--- config.mk ---
export PLATFORM = sky130hd
export DESIGN_NAME = touch_adc_host
export DESIGN_NICKNAME = d
export VERILOG_FILES = /design/src/rtl/tadc_pkg.sv /design/src/rtl/tadc_clkgen.sv /design/src/rtl/tadc_rx.sv /design/src/rtl/touch_adc_host.sv
export SDC_FILE = /design/constraint.sdc
export NUM_CORES = 1
export LEC_CHECK = 0
export CAP_MARGIN = 20
export CORE_MARGIN = 4
export CORE_UTILIZATION = 60
export DETAILED_ROUTE_END_ITERATION = 16
export PLACE_DENSITY = 0.84
export SLEW_MARGIN = 10
export SYNTH_ARGS = -nofsm -noshare
export SYNTH_HDL_FRONTEND = slang
export SYNTH_SLANG_ARGS = --single-unit
--- constraint.sdc ---
create_clock -name clk -period 4.5 [get_ports clk]
set_input_delay 1.125 -clock clk [delete_from_list [all_inputs] [get_ports clk]]
set_output_delay 1.125 -clock clk [all_outputs]
set_load 0.02 [all_outputs]
--- src/rtl/tadc_pkg.sv ---
package tadc_pkg;
  localparam int CMD_BITS    = 8;
  localparam int RES_BITS    = 12;
  localparam int FULL_FRAME  = 24;
  localparam int SHORT_CUT   = 4;
  localparam int PIPE_PERIOD = 15;
  localparam int FIRST_DATA  = 10;
  localparam int POS_W       = $clog2(FULL_FRAME + 1);

  // smallest half-period in system clocks meeting both the level and the setup minimum
  function automatic int half_cycles(int clk_ns, int level_ns, int setup_ns);
    int a;
    int b;
    a = (level_ns + clk_ns - 1) / clk_ns;
    b = (setup_ns + clk_ns - 1) / clk_ns;
    if (a < b) a = b;
    if (a < 2) a = 2;
    return a;
  endfunction

  function automatic logic [CMD_BITS-1:0] make_cmd(logic [2:0] ch, logic m8, logic se,
                                                   logic [1:0] pd);
    return {1'b1, ch, m8, se, pd};
  endfunction

  function automatic logic [POS_W-1:0] frame_len(logic m8);
    return m8 ? POS_W'(FULL_FRAME - SHORT_CUT) : POS_W'(FULL_FRAME);
  endfunction

  function automatic logic [POS_W-1:0] overlap_pos(logic m8);
    return m8 ? POS_W'(PIPE_PERIOD - SHORT_CUT) : POS_W'(PIPE_PERIOD);
  endfunction

  function automatic logic [POS_W-1:0] last_bit(logic m8);
    return m8 ? POS_W'(FIRST_DATA + RES_BITS - SHORT_CUT - 1) : POS_W'(FIRST_DATA + RES_BITS - 1);
  endfunction

  function automatic logic [RES_BITS-1:0] justify(logic [RES_BITS-1:0] sh, logic m8, logic right);
    if (!m8) return sh;
    if (right) return {4'b0000, sh[7:0]};
    return {sh[7:0], 4'b0000};
  endfunction
endpackage

--- src/rtl/tadc_clkgen.sv ---
module tadc_clkgen #(
  parameter int HALF_CYC = 20
) (
  input  logic clk,
  input  logic rst_n,
  input  logic run,
  output logic sclk,
  output logic rise_evt,
  output logic fall_evt
);
  localparam int CW = $clog2(HALF_CYC + 1);

  logic [CW-1:0] cnt_q;
  logic          wrap_w;

  assign wrap_w   = run && (cnt_q == CW'(HALF_CYC - 1));
  assign rise_evt = wrap_w && !sclk;
  assign fall_evt = wrap_w && sclk;

  always_ff @(posedge clk or negedge rst_n) begin
    if (!rst_n) begin
      cnt_q <= '0;
      sclk  <= 1'b0;
    end else if (!run) begin
      cnt_q <= '0;
      sclk  <= 1'b0;
    end else if (wrap_w) begin
      cnt_q <= '0;
      sclk  <= ~sclk;
    end else begin
      cnt_q <= cnt_q + CW'(1);
    end
  end
endmodule

--- src/rtl/tadc_rx.sv ---
module tadc_rx
  import tadc_pkg::*;
#(
  parameter bit JUSTIFY_RIGHT = 1'b0
) (
  input  logic                clk,
  input  logic                rst_n,
  input  logic                rise_evt,
  input  logic                miso,
  input  logic                conv_start,
  input  logic                conv_m8,
  input  logic [POS_W-1:0]    cur_pos,
  output logic                res_valid,
  output logic [RES_BITS-1:0] res_data
);
  logic                act_q, rmode_q, pend_q, pmode_q;
  logic [POS_W-1:0]    re_q, e_w;
  logic [RES_BITS-1:0] sh_q, sh_next;
  logic                samp_w, done_w;

  assign e_w     = re_q + POS_W'(1);
  assign sh_next = {sh_q[RES_BITS-2:0], miso};
  assign samp_w  = act_q && rise_evt && (e_w >= POS_W'(FIRST_DATA)) && (e_w <= last_bit(rmode_q));
  assign done_w  = act_q && rise_evt && (e_w == last_bit(rmode_q));

  always_ff @(posedge clk or negedge rst_n) begin
    if (!rst_n) begin
      act_q     <= 1'b0;
      rmode_q   <= 1'b0;
      pend_q    <= 1'b0;
      pmode_q   <= 1'b0;
      re_q      <= '0;
      sh_q      <= '0;
      res_valid <= 1'b0;
      res_data  <= '0;
    end else begin
      res_valid <= done_w;
      if (done_w) res_data <= justify(sh_next, rmode_q, JUSTIFY_RIGHT);
      if (conv_start) begin
        if (!act_q) begin
          act_q   <= 1'b1;
          re_q    <= '0;
          rmode_q <= conv_m8;
        end else begin
          pend_q  <= 1'b1;
          pmode_q <= conv_m8;
        end
      end else if (act_q && rise_evt) begin
        re_q <= e_w;
        if (samp_w) sh_q <= sh_next;
        if (done_w) begin
          if (pend_q) begin
            // hand over to the command already in flight, aligned to its edge count
            re_q    <= cur_pos + POS_W'(1);
            rmode_q <= pmode_q;
            pend_q  <= 1'b0;
          end else begin
            act_q <= 1'b0;
          end
        end
      end
    end
  end
endmodule

--- src/rtl/touch_adc_host.sv ---
module touch_adc_host
  import tadc_pkg::*;
#(
  parameter int CLK_PERIOD_NS    = 10,
  parameter int DCLK_MIN_HALF_NS = 200,
  parameter int CS_SETUP_NS      = 100,
  parameter bit JUSTIFY_RIGHT    = 1'b0
) (
  input  logic                clk,
  input  logic                rst_n,
  input  logic                start,
  input  logic [2:0]          chan,
  input  logic                res8,
  input  logic                single_ended,
  input  logic [1:0]          pd_mode,
  input  logic                overlap_en,
  output logic                req_ready,
  output logic                cs_n,
  output logic                sclk,
  output logic                mosi,
  input  logic                miso,
  output logic                res_valid,
  output logic [RES_BITS-1:0] res_data
);
  localparam int HALF_CYC = half_cycles(CLK_PERIOD_NS, DCLK_MIN_HALF_NS, CS_SETUP_NS);

  logic                run_q, mode8_q;
  logic [POS_W-1:0]    pos_q;
  logic [CMD_BITS-1:0] tx_q;
  logic                rise_evt, fall_evt;
  logic                overlap_pt_w, frame_end_w, accept_w;
  logic [15:0]         half_w;

  assign half_w = 16'(HALF_CYC);

  tadc_clkgen #(.HALF_CYC(HALF_CYC)) u_clkgen (
    .clk      (clk),
    .rst_n    (rst_n),
    .run      (run_q),
    .sclk     (sclk),
    .rise_evt (rise_evt),
    .fall_evt (fall_evt)
  );

  assign overlap_pt_w = run_q && overlap_en && fall_evt && (pos_q == overlap_pos(mode8_q));
  assign frame_end_w  = run_q && fall_evt && (pos_q == frame_len(mode8_q));
  assign req_ready    = !run_q || overlap_pt_w;
  assign accept_w     = start && req_ready;

  always_ff @(posedge clk or negedge rst_n) begin
    if (!rst_n) begin
      run_q   <= 1'b0;
      mode8_q <= 1'b0;
      pos_q   <= '0;
      tx_q    <= '0;
    end else if (accept_w) begin
      run_q   <= 1'b1;
      mode8_q <= res8;
      pos_q   <= '0;
      tx_q    <= make_cmd(chan, res8, single_ended, pd_mode);
    end else if (run_q) begin
      if (rise_evt) pos_q <= pos_q + POS_W'(1);
      if (fall_evt) begin
        tx_q <= {tx_q[CMD_BITS-2:0], 1'b0};
        if (frame_end_w) run_q <= 1'b0;
      end
    end
  end

  assign cs_n = !run_q;
  assign mosi = tx_q[CMD_BITS-1];

  tadc_rx #(.JUSTIFY_RIGHT(JUSTIFY_RIGHT)) u_rx (
    .clk        (clk),
    .rst_n      (rst_n),
    .rise_evt   (rise_evt),
    .miso       (miso),
    .conv_start (accept_w),
    .conv_m8    (res8),
    .cur_pos    (pos_q),
    .res_valid  (res_valid),
    .res_data   (res_data)
  );
endmodule

==> results.yml <==
global_route:
  grt_max_degree: 55
  grt_pass1_vias: 1862
  grt_usage_pct: 19.2
  grt_pass1_wl_um: 8230
  grt-ovfl-total: 0
  antenna_found_initial: 0
logic_synthesis:
  postSynthCellCount: 257
  async_flop_share_pct: 100
  ys_seq_area_share_pct: 50.1
  ys_types: 46
  synth_edf_count: 0
  yosys-top-cells-area: "dfrtp_1 (50%), nand2_1 (5.4%), mux2_2 (4.6%)"
  post_synth.cell_area_avg_um2: 10.5
  synth_seq_cells: 54
  netlist.area_leader.share_pct: 50.1
  synth-main-ff-cell: "dfrtp_1"
  synth_nets: 276
  syn_area_um2: 2700
  yosysWarnings: 0
  synth_largest_area_cell: "dfrtp_1"
finish:
  nets: 304
  area_delta_synth_final_pct: 14.3
  mostFrequentLayoutCells: "dfrtp_1 (54), nand2_1 (39), nor2_1 (28)"
  layout_commonest_cell: "dfrtp_1"
  drive_gt1_share_pct: 11.2
  utilization_pct: 70.8
  fin_area_um2: 3080
  diodes: 0
sta:
  timing.final.crit_period_ps: 3930
  finalCritPeriodShare_pct: 87.3
  grt_setup_unrepaired: "no"
  relSlewSlack_pct: 28.7
  drv_slew: 0
  finalSetupViolCount: 0
  skew_ps: 7.06
  final.setup.tns_ps: 0
  hold_viol: 0
  max_freq_ghz: 0.254
  setup_ws_ps: 570
  worst_pin_slew_ps: 1070
detailed_routing:
  drt_iter0_drc: 114
  drtAntennaViolNets: 0
  routed_wl_um: 4770
  dr_total_vias: 1881
  viasPerCell: 5.57
  wl_per_cell_um: 14.1
  drt_pre_antenna_iters: 4
  drc: 0
floorplanning:
  initial_core_util_pct: 61.9
  fp.coreArea_um2: 4350
  die_area_um2: 5630
  ioPinCount: 29
  rows: 24
  fp.dieH_um: 75.0
  die_x_um: 75.0
run:
  drv_cap: 0
clock_network:
  post_cts_resized: 0
  clk_pin_slew_ps: 90
  cts_tree: "built"
  clk_latency_ps: 300
  cts-buffers-inserted: 5
  postCtsSetupRepairBufs: 0
  h-tree-depth: 2
  cts_hold_buf: 0
  cts_sinks: 54
  root_buffer: "clkbuf_8"
  clk_path_buf_depth: 2
worst_hold_path:
  hold_path_end: "u_clkgen.cnt_q[0]$_DFF_PN0_"
  min_delay_path_depth: 1
  hold_class: "flip-flop to flip-flop"
  min-delay-start: "u_clkgen.cnt_q[0]$_DFF_PN0_"
placed_design:
  post-dp-hpwl_um: 3320
  post-place-ws_ps: 562
  placed_cell_area_um2: 2970
  portBuffers: 28
  routabilityCongestion: 0.784
worst_setup_path:
  worst-r2r-setup-slack_ps: 1530
  arrival_ps: 2800
  crit_path_start_kind: "primary input"
  worstSetupPathType: "primary input to primary output"
  worstReg2RegEnd: "u_rx.sh_q[2]$_DFFE_PN0P_"
  reg2reg_depth: 7
  r2r-start: "u_rx.re_q[0]$_DFFE_PN0P_"
  cp-end-kind: "primary output"
  crit_fanout: 4
  cp.required_ps: 3380
run_status:
  status: "finished, final reports clean"
power_and_ir_drop:
  power.density_nw_per_um2: 339
  vdd_drop_max_mv: 0.190
  p_leak_nw: 1.45
## worst max-delay path by stage
stage | start | end
finish | overlap_en | req_ready
global route | overlap_en | req_ready
CTS | overlap_en | req_ready
detailed placement | overlap_en | req_ready
floorplan | overlap_en | req_ready
global placement | overlap_en | req_ready
## cells by family (layout without fill, tap and decap cells)
| logic type | after synthesis | in the layout | synth area share (%) |
|---|---|---|---|
| XOR/XNOR | 13 | 13 | 4.22 |
| multiplexers | 24 | 24 | 9.61 |
| AND/OR/NAND/NOR | 98 | 98 | 18.4 |
| flip-flops | 54 | 54 | 50.1 |
| AO/OA/AOI/OAI | 42 | 42 | 10.3 |
| adder cells (fa/ha/maj) | 7 | 7 | 3.25 |
| buffers and inverters | 19 | 48 | 4.18 |
## stage by stage
stage	total power, mW	hold WS (ps)	instances
final	1.05	460	338
after global routing	1.11	490	338
after CTS	1.06	464	338
after detailed placement	0.741	451	330
after global placement	0.735	446	330
after floorplan	0.693	430	257
## per-layer routing
metal / GRT usage (%) / vias up / wire [um]
met3: 4.01 / 7 / 144
met1: 27.1 / 898 / 2370
li1: - / 946 / -
met4: 7.11 / 0 / 82
met5: 0 / - / 0
met2: 29.5 / 30 / 2180
## worst max-delay path: stages
cell and delay (ps):
clkdlybuf4s50_1 460, nand4b_1 140, o41ai_4 410, clkdlybuf4s50_1 670
## flip-flops by register name (all words and copies together) (netlist names)
name            count
u_rx.sh_q          11
u_rx.rmode_q        1
u_rx.res_data      12
u_rx.res_valid      1
u_rx.re_q           5
u_clkgen.cnt_q      5
mode8_q             1
u_rx.act_q          1
u_rx.pmode_q        1
u_rx.pend_q         1
u_clkgen.sclk       1
run_q               1
tx_q                8
pos_q               5
## cells in the mapped netlist, drive strengths merged (3+ instances only)
library cell and number:
nor2 28, mux2 12, buf 6, ha 7
inv 11, mux2i 12, and3 3, nand3 9
o21ai 9, nand2 40, a31oi 8, nand4 3
dfrtp 54, nand3b 4, a21oi 15, xor2 3
xnor2 10
## report_power, final
group | internal [mW] | total, mW | switching [mW] | leakage (nW)
registers | 0.524 | 0.564 | 0.0404 | 0.672
logic | 0.0864 | 0.166 | 0.0796 | 0.730
clock network | 0.166 | 0.316 | 0.150 | 0.0514
## layout make-up
type                       count  area, um2
multi-input combinational    184       1230
tap                           52       65.1
fill                         318       1270
timing repair buffer          29        283
clock buffer                   6       72.6
clock inverter                 2       37.5
inverter                      11       41.3
sequential                    54       1350
(Power assumes the default switching activity.)
